==> config.mk <==
export PLATFORM = sky130hd
export DESIGN_NAME = eeacc_access_ctrl
export DESIGN_NICKNAME = d
export VERILOG_FILES = /design/src/rtl/eeacc_pkg.sv /design/src/rtl/eeacc_countdown.sv /design/src/rtl/eeacc_byte_array.sv /design/src/rtl/eeacc_access_ctrl.sv
export SDC_FILE = /design/constraint.sdc
export NUM_CORES = 1
export LEC_CHECK = 0
export BUFFER_PORTS_ARGS = -buffer_cell sky130_fd_sc_hd__buf_2
export CAP_MARGIN = 20
export CORE_ASPECT_RATIO = 1.1
export CORE_MARGIN = 2
export CORE_UTILIZATION = 40
export CTS_BUF_LIST = sky130_fd_sc_hd__clkbuf_8
export DETAILED_ROUTE_END_ITERATION = 8
export GPL_TIMING_DRIVEN = 0
export PLACE_DENSITY = 0.54
export SKIP_LAST_GASP = 1
export SLEW_MARGIN = 10
export SYNTH_ARGS = -nofsm -noshare
export SYNTH_HDL_FRONTEND = slang
export SYNTH_SLANG_ARGS = --single-unit
export TNS_END_PERCENT = 100
==> constraint.sdc <==
create_clock -name clk -period 2.3 [get_ports clk]
set_input_delay 0.46 -clock clk [delete_from_list [all_inputs] [get_ports clk]]
set_output_delay 0.46 -clock clk [all_outputs]
set_load 0.01 [all_outputs]
==> src/rtl/eeacc_pkg.sv <==
// Package: shared register-select encoding and control bit positions
// for the EEPROM access control unit.
package eeacc_pkg;

    typedef enum logic [1:0] {
        SEL_ADDR = 2'd0,
        SEL_DATA = 2'd1,
        SEL_CTRL = 2'd2,
        SEL_NONE = 2'd3
    } eeacc_sel_e;

    localparam int CTRL_RD_BIT  = 0;
    localparam int CTRL_WR_BIT  = 1;
    localparam int CTRL_ARM_BIT = 2;

    localparam logic [7:0] POISON_BYTE = 8'hFF;

endpackage

==> src/rtl/eeacc_countdown.sv <==
// Module: loadable down-counter that stops at zero.
// Assumes clear has priority over load. The counter holds at zero and
// reports its present value so the parent derives active/last flags.
module eeacc_countdown #(
    parameter int WIDTH = 4
) (
    input  logic             clk,
    input  logic             rst_n,
    input  logic             clear_i,
    input  logic             load_i,
    input  logic [WIDTH-1:0] load_val_i,
    output logic [WIDTH-1:0] cnt_o
);

    logic [WIDTH-1:0] cnt_q;

    // Purpose: clear, load or count down by one per cycle.
    always_ff @(posedge clk) begin
        if (!rst_n) begin
            cnt_q <= '0;
        end else if (clear_i) begin
            cnt_q <= '0;
        end else if (load_i) begin
            cnt_q <= load_val_i;
        end else if (cnt_q != '0) begin
            cnt_q <= cnt_q - 1'b1;
        end
    end

    assign cnt_o = cnt_q;

endmodule

==> src/rtl/eeacc_byte_array.sv <==
// Module: byte-wide storage array standing in for the EEPROM cells.
// One synchronous write port and one combinational read port. The contents
// are deliberately not reset.
module eeacc_byte_array #(
    parameter int ADDR_W = 6
) (
    input  logic              clk,
    input  logic              we_i,
    input  logic [ADDR_W-1:0] waddr_i,
    input  logic [7:0]        wdata_i,
    input  logic [ADDR_W-1:0] raddr_i,
    output logic [7:0]        rdata_o
);

    localparam int DEPTH = 1 << ADDR_W;

    logic [7:0] cells [DEPTH];

    // Purpose: store a byte when the write port is enabled.
    always_ff @(posedge clk) begin
        if (we_i) begin
            cells[waddr_i] <= wdata_i;
        end
    end

    // Purpose: present the addressed byte without delay.
    always_comb begin
        rdata_o = cells[raddr_i];
    end

endmodule

==> src/rtl/eeacc_access_ctrl.sv <==
// Module: EEPROM access control unit (top).
// Decodes the register bus and applies the two-step write arming window.
// Times each write, aborts a write on a register disturbance and raises a
// CPU stall after each accepted strobe. Assumes ADDR_W <= 8 and that all
// count parameters are at least 1.
module eeacc_access_ctrl
    import eeacc_pkg::*;
#(
    parameter int ADDR_W       = 6,
    parameter int WRITE_CYCLES = 20,
    parameter int ARM_WINDOW   = 4,
    parameter int WR_STALL     = 2,
    parameter int RD_STALL     = 4
) (
    input  logic       clk,
    input  logic       rst_n,
    input  logic [1:0] bus_sel,
    input  logic       bus_we,
    input  logic [7:0] bus_wdata,
    output logic [7:0] bus_rdata,
    output logic       cpu_stall
);

    localparam int WT_W   = $clog2(WRITE_CYCLES + 1);
    localparam int ARM_W  = $clog2(ARM_WINDOW + 1);
    localparam int ST_MAX = (RD_STALL > WR_STALL) ? RD_STALL : WR_STALL;
    localparam int ST_W   = $clog2(ST_MAX + 1);

    logic [ADDR_W-1:0] addr_q;
    logic [7:0]        data_q;
    logic [ADDR_W-1:0] wr_addr_q;
    logic [7:0]        wr_data_q;

    logic              ctrl_wr, arm_req, wr_start, rd_go, wr_abort, wr_commit;
    logic              arm_active, wr_busy, wr_last;
    logic [ARM_W-1:0]  arm_cnt;
    logic [WT_W-1:0]   wr_cnt;
    logic [ST_W-1:0]   st_cnt, st_load_val;
    logic              arr_we;
    logic [7:0]        arr_wdata, arr_rdata;
    eeacc_sel_e        sel;

    // Purpose: decode the bus cycle into strobe, arm and abort requests.
    always_comb begin
        sel       = eeacc_sel_e'(bus_sel);
        ctrl_wr   = bus_we && (sel == SEL_CTRL);
        arm_req   = ctrl_wr && bus_wdata[CTRL_ARM_BIT];
        wr_start  = ctrl_wr && bus_wdata[CTRL_WR_BIT] && arm_active && !wr_busy;
        rd_go     = ctrl_wr && bus_wdata[CTRL_RD_BIT] && !wr_busy && !wr_start;
        wr_abort  = bus_we && wr_busy && ((sel == SEL_ADDR) || (sel == SEL_DATA));
        wr_commit = wr_last && !wr_abort;
    end

    // Purpose: derive status flags from the counter values.
    always_comb begin
        arm_active = (arm_cnt != '0);
        wr_busy    = (wr_cnt != '0);
        wr_last    = (wr_cnt == WT_W'(1));
        cpu_stall  = (st_cnt != '0);
    end

    eeacc_countdown #(.WIDTH(ARM_W)) arm_timer_i (
        .clk        (clk),
        .rst_n      (rst_n),
        .clear_i    (wr_start),
        .load_i     (arm_req),
        .load_val_i (ARM_W'(ARM_WINDOW)),
        .cnt_o      (arm_cnt)
    );

    eeacc_countdown #(.WIDTH(WT_W)) write_timer_i (
        .clk        (clk),
        .rst_n      (rst_n),
        .clear_i    (wr_abort),
        .load_i     (wr_start),
        .load_val_i (WT_W'(WRITE_CYCLES)),
        .cnt_o      (wr_cnt)
    );

    // Purpose: select the stall length for the strobe being accepted.
    always_comb begin
        st_load_val = wr_start ? ST_W'(WR_STALL) : ST_W'(RD_STALL);
    end

    eeacc_countdown #(.WIDTH(ST_W)) stall_timer_i (
        .clk        (clk),
        .rst_n      (rst_n),
        .clear_i    (1'b0),
        .load_i     (wr_start || rd_go),
        .load_val_i (st_load_val),
        .cnt_o      (st_cnt)
    );

    // Purpose: hold the CPU-visible address register.
    always_ff @(posedge clk) begin
        if (!rst_n) begin
            addr_q <= '0;
        end else if (bus_we && (sel == SEL_ADDR)) begin
            addr_q <= bus_wdata[ADDR_W-1:0];
        end
    end

    // Purpose: hold the data register, loaded by the bus or by a read.
    always_ff @(posedge clk) begin
        if (!rst_n) begin
            data_q <= '0;
        end else if (bus_we && (sel == SEL_DATA)) begin
            data_q <= bus_wdata;
        end else if (rd_go) begin
            data_q <= arr_rdata;
        end
    end

    // Purpose: capture the target and byte of a write when it starts.
    always_ff @(posedge clk) begin
        if (!rst_n) begin
            wr_addr_q <= '0;
            wr_data_q <= '0;
        end else if (wr_start) begin
            wr_addr_q <= addr_q;
            wr_data_q <= data_q;
        end
    end

    // Purpose: drive the array write port on completion or abort.
    always_comb begin
        arr_we    = wr_commit || wr_abort;
        arr_wdata = wr_abort ? POISON_BYTE : wr_data_q;
    end

    eeacc_byte_array #(.ADDR_W(ADDR_W)) cells_i (
        .clk     (clk),
        .we_i    (arr_we),
        .waddr_i (wr_addr_q),
        .wdata_i (arr_wdata),
        .raddr_i (addr_q),
        .rdata_o (arr_rdata)
    );

    // Purpose: return the selected register on the bus.
    always_comb begin
        unique case (sel)
            SEL_ADDR: bus_rdata = 8'(addr_q);
            SEL_DATA: bus_rdata = data_q;
            SEL_CTRL: bus_rdata = {5'b0, arm_active, wr_busy, 1'b0};
            default:  bus_rdata = 8'h00;
        endcase
    end

endmodule

==> impl_metrics.env, run 1 <==
export IMPL_status="complete, but fails checks"
export IMPL_violations="setup timing"
export IMPL_track_usage_pct=19.63
export IMPL_dp_hpwl_mm=34.74
export IMPL_mostFrequentLayoutCell="edfxtp_1"
export IMPL_antenna_found_initial=2
export IMPL_nFillCells=4495
export IMPL_min_period_ns=2.339
export IMPL_fmax_mhz=427.5
export IMPL_synth_flop_cell="edfxtp_1"
export IMPL_synth_seq_area_share_pct=73.60
export IMPL_instances_no_fill=2185
export IMPL_cpPeakStageDelay_ns=0.46
export IMPL_multi_input_area_mm2=0.006267
export IMPL_root_buffer="clkbuf_8"
export IMPL_critPathCaptureType="flop"
export IMPL_cpMostUsedCell="buf_12"
export IMPL_top_layer="met4"
export IMPL_grt_max_degree=41
export IMPL_io_pins=22
export IMPL_fin_crit_sh_pct=101.7
export IMPL_tightest_slew_ns=1.018
export IMPL_die_h_um=250.6
export IMPL_overflow=0
export IMPL_wl_met3_mm=3.738
export IMPL_routabilityCongestion=0.8690
export IMPL_design_area_mm2=0.02737
export IMPL_row_count=90
export IMPL_maxCapViolCount=0
export IMPL_drt_iter0_markers=1024
export IMPL_nets=1402
export IMPL_avgRoutedWirePerCell_um=25.61
export IMPL_num_vias=11855
export IMPL_route_detailed_drc=0
export IMPL_core_mm2=0.05473
export IMPL_synth_edf_count=512
export IMPL_firstDrtPassIters=7
export IMPL_slew_headroom_pct=30.37
export IMPL_start_util_pct=40.41
export IMPL_mostFrequentLayoutCells="512 x edfxtp_1, 106 x mux4_2, 96 x clkbuf_8"
export IMPL_ys_ff_latch=557
export IMPL_yosysWarnings=0
export IMPL_powerDensity_mw_per_mm2=826.9
export IMPL_cp_arrival_ns=2.75
export IMPL_worstHoldPathType="input port to flop"
export IMPL_portBuffers=19
export IMPL_routed_via_density=5.426
export IMPL_drive_gt1_share_pct=34.83
export IMPL_hold_violations=0
export IMPL_crit_path_start_kind="flop"
export IMPL_wl_met1_mm=23.03
export IMPL_skew_ns=0.02475
export IMPL_avgSynthCellArea_um2=18.80
export IMPL_synth_net_count=1196
export IMPL_die_w_um=228.2
export IMPL_rsz0062_at_grt="true"
export IMPL_dpl_cell_count=1937
export IMPL_synthArstFlopShare_pct=0
export IMPL_cts_sinks=557
export IMPL_total_power_uw=22630
export IMPL_crit_fanout=8
export IMPL_grt_pass1_vias=12100
export IMPL_ys_types=54
export IMPL_wl_met2_mm=27.78
export IMPL_clk_latency_ns=0.66
export IMPL_syn_inst=1176
export IMPL_die_area_mm2=0.05718
export IMPL_regArea_mm2=0.01628
export IMPL_slowest_stage="or4b_4"
export IMPL_whs_ns=0.1292
export IMPL_synth_cell_area_mm2=0.02211
export IMPL_p_leak_uw=0.008768
export IMPL_placed_area_mm2=0.02331
export IMPL_numCtsBuffers=88
export IMPL_htreeDepth=3
export IMPL_crit_type="flop to flop"
export IMPL_drt_wl_total_mm=55.96
export IMPL_slew_viol_final=0
export IMPL_grt_pass1_wl_mm=81.03
export IMPL_path_clk_slew_ns=0.06
export IMPL_area_growth_pct=23.76
export IMPL_ir_worst_vdd_v=0.0003617
export IMPL_cts_buffer_depth=3
export IMPL_tritoncts="yes"
export IMPL_ant_nets=0
export IMPL_setup_slack_ns=-0.03943
export IMPL_setup_violations_final=77
export IMPL_crit_chain="inv_2 > ha_4 > or4b_4 > nand3b_1 > buf_4 > a21boi_4 > buf_12 > nand3_4 > buf_12 > nor2_4 > buf_12"
export IMPL_cp_required_ns=2.71
state kept, by name, indices dropped and copies added (netlist names), named ones only:
register,cells
wr_addr_q,6
stall_timer_i.cnt_o,3
addr_q,6
cells_i.cells,512
write_timer_i.cnt_o,5
wr_data_q,8
arm_timer_i.cnt_o,3
data_q,8
synthesized netlist by cell type, drive strengths merged, types with 2 or more instances:
cell type / count / area [um2]
edfxtp: 512 / 15370
mux4: 116 / 2661
nor2: 86 / 322.8
nand2: 71 / 266.5
mux2i: 52 / 520.5
dfxtp: 45 / 900.9
buf: 40 / 324.1
a22oi: 39 / 292.8
a21oi: 31 / 155.2
clkbuf: 19 / 75.07
and2: 14 / 87.58
nand3: 14 / 70.07
o22ai: 14 / 87.58
nand2b: 13 / 81.33
nor2b: 13 / 81.33
inv: 10 / 37.54
and3: 9 / 56.30
mux2: 9 / 101.4
ha: 7 / 87.58
a2111o: 6 / 67.56
nand3b: 6 / 45.04
a211oi: 5 / 37.54
a221oi: 5 / 43.79
nor3: 5 / 25.02
a2111oi: 4 / 35.03
xnor2: 4 / 35.03
or3: 3 / 18.77
a2bb2oi: 2 / 17.52
a311oi: 2 / 17.52
nand4: 2 / 18.77
nor4: 2 / 18.77
o2111ai: 2 / 17.52
o21ai: 2 / 10.00
through the flow:
| step | util, % | TNS, ns | worst slack, ns |
|---|---|---|---|
| 2_1_floorplan | - | -96.76 | -0.1794 |
| 3_3_place_gp | 42.31 | -1104.34 | -1.454 |
| 3_5_place_dp | 42.60 | -656.61 | -1.219 |
| 4_1_cts | 48.61 | -2.922 | -0.09380 |
| 5_1_grt | 50.01 | -32.62 | -0.1517 |
| 6_report | 50.01 | -1.521 | -0.03943 |
cells by family after synthesis:
kind of cell | share of synthesized area [%]
muxes | 14.85
adders and majority gates | 0.3960
buffers and inverters | 2.088
xor gates and xnor gates | 0.1584
and+or+nand+nor | 5.228
AOI/OAI and AO/OA | 3.683
DFF | 73.60
cell type report:
type	count	area share, %
antenna	2	0.01829
timing repair buffer	115	5.715
inverter	11	0.1646
tap	736	3.365
sequential	557	59.48
multi-input combinational	549	22.90
buffer	60	2.483
clock inverter	59	1.047
clock buffer	96	4.828
critical path: cells and delay by family, from the launching register on:
| family | cells | cell delay, ns |
|---|---|---|
| flip-flops | 1 | 0.33 |
| buffers and inverters | 5 | 0.75 |
| AND/OR/NAND/NOR | 4 | 0.79 |
| adder cells (fa/ha/maj) | 1 | 0.13 |
| AO/OA/AOI/OAI | 1 | 0.06 |
power breakdown:
group / switching [uW] / internal, uW / total (uW)
combinational: 1870 / 1020 / 2890
sequential: 113 / 11900 / 12000
clock: 3810 / 3950 / 7750
final timing paths:
check,startpoint,end,slack [ns],depth (start not counted)
hold / removal,bus_wdata[3],flop,0.13,3
setup / recovery,write_timer_i.cnt_o[0]$_SDFFE_PP0N_,cells_i.cells[55][7]$_DFFE_PP_,-0.04,11
setup reg to reg,write_timer_i.cnt_o[0]$_SDFFE_PP0N_,cells_i.cells[55][7]$_DFFE_PP_,-0.04,11
hold reg to reg,wr_data_q[6]$_SDFFE_PN0P_,wr_data_q[6]$_SDFFE_PN0P_,0.46,2
metal layers:
metal | vias up | track usage, %
met5 | - | 0
met1 | 6160 | 25.61
met3 | 83 | 4.133
met2 | 417 | 32.63
met4 | 0 | 7.040
li1 | 5195 | -
repair_timing:
action,CTS,global route
buffers inserted,57,41
hold buffers,0,0
resized for setup,197,76
hold endpoints to repair,0,0
pin swaps,43,21
cloned,2,3
endpoints found under the setup margin,1048,707
Note: power is estimated with default switching activity, not from simulation.
==> inputs of run 2 (changes only) <==
--- a/config.mk
+++ b/config.mk
@@ -7,7 +7,7 @@
 export LEC_CHECK = 0
 export BUFFER_PORTS_ARGS = -buffer_cell sky130_fd_sc_hd__buf_2
 export CAP_MARGIN = 20
-export CORE_ASPECT_RATIO = 1.1
+export CORE_ASPECT_RATIO = 0.6
 export CORE_MARGIN = 2
 export CORE_UTILIZATION = 40
 export CTS_BUF_LIST = sky130_fd_sc_hd__clkbuf_8
@@ -19,4 +19,4 @@
 export SYNTH_ARGS = -nofsm -noshare
 export SYNTH_HDL_FRONTEND = slang
 export SYNTH_SLANG_ARGS = --single-unit
-export TNS_END_PERCENT = 100
+export TNS_END_PERCENT = 20
==> run 2 against run 1 <==
- the run still ends with setup timing left
- cell area rose by 1.1%
- power increased by 0.38%
- wire length up 12%
- setup slack lost 0.11 ns
- flip-flop and latch count stayed put
- die area increased by 0.11%
- register-to-register slack lost 0.11 ns
- count of clock-buffer cells in the layout shrank 7
- largest power group unchanged
==> impl_metrics.env, run 2 (same netlist as run 1, synthesis figures left out) <==
export IMPL_status="complete, but fails checks"
export IMPL_violations="setup timing"
export IMPL_routed_via_density=5.708
export IMPL_num_vias=12518
export IMPL_route_detailed_drc=0
export IMPL_critPathCaptureType="flop"
export IMPL_numCtsBuffers=80
export IMPL_fin_crit_sh_pct=106.3
export IMPL_ir_worst_vdd_v=0.0004020
export IMPL_placed_area_mm2=0.02321
export IMPL_drt_wl_total_mm=62.62
export IMPL_regToRegSetupSlack_ns=-0.14
export IMPL_wl_met3_mm=7.197
export IMPL_slew_viol_final=0
export IMPL_slew_headroom_pct=23.28
export IMPL_mostFrequentLayoutCells="512 x edfxtp_1, 104 x mux4_2, 89 x clkbuf_8"
export IMPL_overflow=0
export IMPL_switchingPower_uw=6169
export IMPL_crit_path_start_kind="flop"
export IMPL_crit_type="flop to flop"
export IMPL_crit_fanout=9
export IMPL_tightest_slew_ns=1.151
export IMPL_root_buffer="clkbuf_8"
export IMPL_start_util_pct=40.64
export IMPL_clk_latency_ns=0.66
export IMPL_top_register="cells_i.cells"
export IMPL_dpl_cell_count=1913
export IMPL_p_sw_share_pct=27.16
export IMPL_multi_input_area_mm2=0.006396
export IMPL_tritoncts="yes"
export IMPL_largest_reg_flops=512
export IMPL_setup_slack_ns=-0.1449
export IMPL_skew_ns=0.02194
export IMPL_die_w_um=307.5
export IMPL_htreeDepth=3
export IMPL_cts_hold_buffers_added=0
export IMPL_instances_no_fill=2193
export IMPL_cp_required_ns=2.59
export IMPL_routabilityCongestion=0.8684
export IMPL_ant_nets=0
export IMPL_cts_sinks=557
export IMPL_drt_iter0_markers=1513
export IMPL_die_area_mm2=0.05724
export IMPL_maxCapViolCount=0
export IMPL_core_mm2=0.05442
export IMPL_row_count=66
export IMPL_utilization_pct=50.84
export IMPL_grt_pass1_vias=12101
export IMPL_dp_hpwl_mm=37.69
export IMPL_combPwrFrac_pct=14.6
export IMPL_avgRoutedWirePerCell_um=28.55
export IMPL_whs_ns=0.1291
export IMPL_min_period_ns=2.445
export IMPL_io_pins=22
export IMPL_grt_pass1_wl_mm=87.28
export IMPL_track_usage_pct=21.78
export IMPL_clkPwrFrac_pct=32.7
export IMPL_antenna_found_initial=2
export IMPL_design_area_mm2=0.02767
export IMPL_die_h_um=186.1
export IMPL_drive_gt1_share_pct=38.07
export IMPL_wl_met1_mm=29.16
export IMPL_nFillCells=4365
export IMPL_firstDrtPassIters=7
export IMPL_worstHoldPathType="input port to flop"
export IMPL_pwr_share_seq_pct=52.8
export IMPL_power_internal_uw=16550
export IMPL_powerDensity_mw_per_mm2=821.0
export IMPL_reg_largest_list="cells_i.cells: 512 flops, data_q: 8 flops, wr_data_q: 8 flops"
export IMPL_path_clk_slew_ns=0.06
export IMPL_area_growth_pct=25.12
export IMPL_p_leak_uw=0.008943
export IMPL_hold_violations=0
export IMPL_fmax_mhz=409.0
export IMPL_nets=1433
export IMPL_post_place_ws_ns=-1.265
export IMPL_rsz0062_at_grt="true"
export IMPL_regArea_mm2=0.01628
export IMPL_portBuffers=19
export IMPL_cts_buffer_depth=3
export IMPL_cp_arrival_ns=2.74
export IMPL_wl_met2_mm=25.17
export IMPL_grt_max_degree=47
export IMPL_top_layer="met4"
export IMPL_setup_violations_final=643
export IMPL_diodes=0
export IMPL_mostFrequentLayoutCell="edfxtp_1"
-- run 2: changes by cell type in the layout (fill, tap and decap cells not counted), sizes merged, moves of 2 or more --
cell	previous run	this run
buf	152	187
clkinv	22	32
inv	44	34
clkbuf	117	111
nand2b	15	18
diode	2	0
-- run 2: critical path, cell delays in order, from the launching register on --
cell and delay, ns:
dfxtp_1 0.30, clkbuf_1 0.32, nand3_1 0.83, nor2_4 0.63
-- run 2: power by group through the flow --
stage | sequential, uW | combinational, uW | clock, uW
floorplan | 12200 | 1400 | 0
detailed placement | 12200 | 2450 | 0
global route | 12000 | 3520 | 7970
finish | 12000 | 3310 | 7420
CTS | 12000 | 3120 | 7540
global placement | 12300 | 2270 | 0
-- run 2: path summary, 6_finish.rpt --
| kind | start | end | depth (start not counted) |
|---|---|---|---|
| max | wr_addr_q[5]$_SDFFE_PN0P_ | cells_i.cells[57][7]$_DFFE_PP_ | 3 |
| min | bus_wdata[5] | flop | 3 |
| max reg2reg | wr_addr_q[5]$_SDFFE_PN0P_ | cells_i.cells[57][7]$_DFFE_PP_ | 3 |
| min reg2reg | wr_data_q[6]$_SDFFE_PN0P_ | wr_data_q[6]$_SDFFE_PN0P_ | 2 |
-- run 2: cell type report --
cell class              instances  area share [%]
clock buffers                  89           4.427
plain buffers                  59           2.419
multi-input cells             552           23.12
inverters                      11          0.1583
flip-flops and latches        557           58.85
repair buffers                152           6.887
well taps                     714           3.229
clock inverters                59          0.9135
-- run 2: what timing repair did --
item / CTS / global route
cloned: 5 / 2
endpoints found under the setup margin: 1049 / 917
buffers inserted: 75 / 53
pin swaps: 47 / 40
gates resized for setup: 226 / 92
-- run 2: routing by layer --
layer	global-route usage (%)	vias to the layer above
met5	0	-
met4	4.800	0
met3	7.976	87
met2	28.68	592
met1	33.95	6575
li1	-	5264
-- run 2: metrics by stage --
| stage | TNS (ns) | total power (uW) |
|---|---|---|
| floorplan | -94.11 | 13610 |
| global route | -72.27 | 23490 |
| detailed placement | -751.13 | 14650 |
| CTS | -8.403 | 22630 |
| finish | -28.35 | 22720 |
| global placement | -1243.19 | 14590 |
==> inputs of run 3 (changes only) <==
--- a/config.mk
+++ b/config.mk
@@ -13,7 +13,8 @@
 export CTS_BUF_LIST = sky130_fd_sc_hd__clkbuf_8
 export DETAILED_ROUTE_END_ITERATION = 8
 export GPL_TIMING_DRIVEN = 0
-export PLACE_DENSITY = 0.54
+export PLACE_DENSITY = 0.52
+export REMOVE_ABC_BUFFERS = 1
 export SKIP_LAST_GASP = 1
 export SLEW_MARGIN = 10
 export SYNTH_ARGS = -nofsm -noshare
==> constraint.sdc (replaced) <==
create_clock -name clk -period 2.7 [get_ports clk]
set_input_delay 0.54 -clock clk [delete_from_list [all_inputs] [get_ports clk]]
set_output_delay 0.54 -clock clk [all_outputs]
set_load 0.01 [all_outputs]
==> run 3 against run 2 <==
- the run still ends with setup timing left
- cell count is 8.2% lower
- critical path depth up 4
- cell area fell by 8.9%
- via count decreased by 9.2%
- die area unchanged
- clock power shrank 14%
- global-route usage shrank 2.7 points
- power shrank 18%
- fmax down 14%
- largest power group unchanged
==> impl_metrics.env, run 3 (same netlist as run 1, synthesis figures left out) <==
export IMPL_routed_via_density=5.645
export IMPL_cts_buffer_depth=3
export IMPL_avgRoutedWirePerCell_um=26.75
export IMPL_design_area_mm2=0.02521
export IMPL_io_pins=22
export IMPL_drt_wl_total_mm=53.85
export IMPL_slew_headroom_pct=23.73
export IMPL_path_clk_slew_ns=0.07
export IMPL_top_register="cells_i.cells"
export IMPL_firstDrtPassIters=6
export IMPL_dp_hpwl_mm=33.48
export IMPL_ant_nets=0
export IMPL_slowest_stage="a21oi_2"
export IMPL_multi_input_area_mm2=0.005984
export IMPL_num_vias=11363
export IMPL_cpPeakStageDelay_ns=0.52
export IMPL_crit_fanout=8
export IMPL_start_util_pct=40.64
export IMPL_status="complete, but fails checks"
export IMPL_htreeDepth=3
export IMPL_regArea_mm2=0.01629
export IMPL_grt_pass1_wl_mm=77.84
export IMPL_area_growth_pct=13.99
export IMPL_fmax_mhz=350.4
export IMPL_whs_ns=0.2375
export IMPL_track_usage_pct=19.12
export IMPL_antenna_found_initial=0
export IMPL_critPathCaptureType="flop"
export IMPL_crit_type="flop to flop"
export IMPL_grt_pass1_vias=11173
export IMPL_root_buffer="clkbuf_8"
export IMPL_setup_slack_ns=-0.1542
export IMPL_skew_ns=0.03805
export IMPL_worstHoldPathType="input port to flop"
export IMPL_ir_worst_vdd_v=0.0004093
export IMPL_tritoncts="yes"
export IMPL_total_power_uw=18720
export IMPL_powerDensity_mw_per_mm2=742.7
export IMPL_cp_required_ns=2.98
export IMPL_mostFrequentLayoutCell="edfxtp_1"
export IMPL_route_detailed_drc=0
export IMPL_crit_chain="inv_1 > ha_1 > or4b_4 > nand3b_1 > a21oi_2 > nand3_4 > nor2_4"
export IMPL_largest_reg_flops=512
export IMPL_placed_area_mm2=0.02298
export IMPL_min_period_ns=2.854
export IMPL_p_leak_uw=0.007855
export IMPL_rsz0062_at_grt="true"
export IMPL_row_count=66
export IMPL_cts_sinks=557
export IMPL_instances_no_fill=2013
export IMPL_drt_iter0_markers=1081
export IMPL_mostFrequentLayoutCells="512 x edfxtp_1, 103 x mux4_2, 87 x clkbuf_8"
export IMPL_hold_violations=0
export IMPL_maxCapViolCount=0
export IMPL_portBuffers=21
export IMPL_die_w_um=307.5
export IMPL_cts_hold_buffers_added=0
export IMPL_tightest_slew_ns=1.143
export IMPL_setup_tns_final_ns=-19.95
export IMPL_overflow=0
export IMPL_cp_arrival_ns=3.13
export IMPL_diodes=0
export IMPL_die_h_um=186.1
export IMPL_nets=1261
export IMPL_clk_latency_ns=0.66
export IMPL_routabilityCongestion=0.8245
export IMPL_nFillCells=4669
export IMPL_core_mm2=0.05442
export IMPL_numCtsBuffers=83
export IMPL_fin_crit_sh_pct=105.7
export IMPL_reg_largest_list="cells_i.cells: 512 flops, data_q: 8 flops, wr_data_q: 8 flops"
export IMPL_dpl_cell_count=1860
export IMPL_slew_viol_final=0
export IMPL_die_area_mm2=0.05724
export IMPL_setup_violations_final=404
export IMPL_drive_gt1_share_pct=26.79
export IMPL_violations="setup timing"
export IMPL_crit_path_start_kind="flop"
export IMPL_grt_max_degree=65
[run 3: cell types whose count changed in the layout (fill, tap and decap cells not counted), sizes merged]
cell,change
nand2b,-5
clkinv,-3
inv,-1
clkbuf,-22
bufinv,+2
clkinvlp,-1
buf,-148
dlygate4sd1,-1
dlymetal6s2s,-1
[run 3: power by group]
group / switching [uW] / leakage (uW) / total, uW / internal (uW)
Sequential: 112 / 0.00507 / 10200 / 10100
Clock: 3210 / 0.000849 / 6370 / 3160
Combinational: 1510 / 0.00193 / 2130 / 614
[run 3: through the flow]
step           setup slack, ns  util, %
5_1_grt                -0.2528    46.32
3_3_place_gp            -6.864    41.70
6_report               -0.1542    46.32
3_5_place_dp            -1.455    42.22
4_1_cts               -0.09774    46.16
2_1_floorplan           -3.532        -
[run 3: timing repair]
item,4_1_cts,5_1_grt
gates cloned,0,2
gates resized for setup,147,4
hold endpoints to repair,0,0
setup endpoints to repair,1034,924
buffers inserted,7,1
pin swaps,1,0
[run 3: area by class of cell]
class | instances | share of cell area, %
Sequential cell | 557 | 64.61
Multi-Input combinational cell | 547 | 23.74
Clock buffer | 87 | 4.750
Tap cell | 714 | 3.544
Timing Repair Buffer | 41 | 2.055
Clock inverter | 56 | 1.122
Inverter | 11 | 0.1787
[run 3: path summary, 6_finish.rpt]
| check | startpoint | endpoint | slack [ns] | depth (start not counted) |
|---|---|---|---|---|
| worst max-delay path | write_timer_i.cnt_o[0]$_SDFFE_PP0N_ | cells_i.cells[30][2]$_DFFE_PP_ | -0.15 | 7 |
| worst max register to register | write_timer_i.cnt_o[0]$_SDFFE_PP0N_ | cells_i.cells[30][2]$_DFFE_PP_ | -0.15 | 7 |
| worst min-delay path | bus_wdata[3] | addr_q[3]$_SDFFE_PN0P_ | 0.24 | 3 |
| worst min register to register | wr_data_q[2]$_SDFFE_PN0P_ | wr_data_q[2]$_SDFFE_PN0P_ | 0.45 | 2 |
[run 3: routing by layer]
metal | vias up | share of wire [%] | track usage [%]
met5 | - | 0 | 0
met4 | 0 | 1.9 | 4.937
met3 | 78 | 6.5 | 3.490
met2 | 353 | 40 | 25.35
met1 | 6014 | 52 | 31.76
li1 | 4918 | - | -
[run 3: critical path: cells and delay by family (launching register included)]
kind	cells	cell delay, ns
compound gates	1	0.52
fa+ha+maj	1	0.25
simple gates	4	1.27
flops	1	0.35
buf+inv	1	0.09
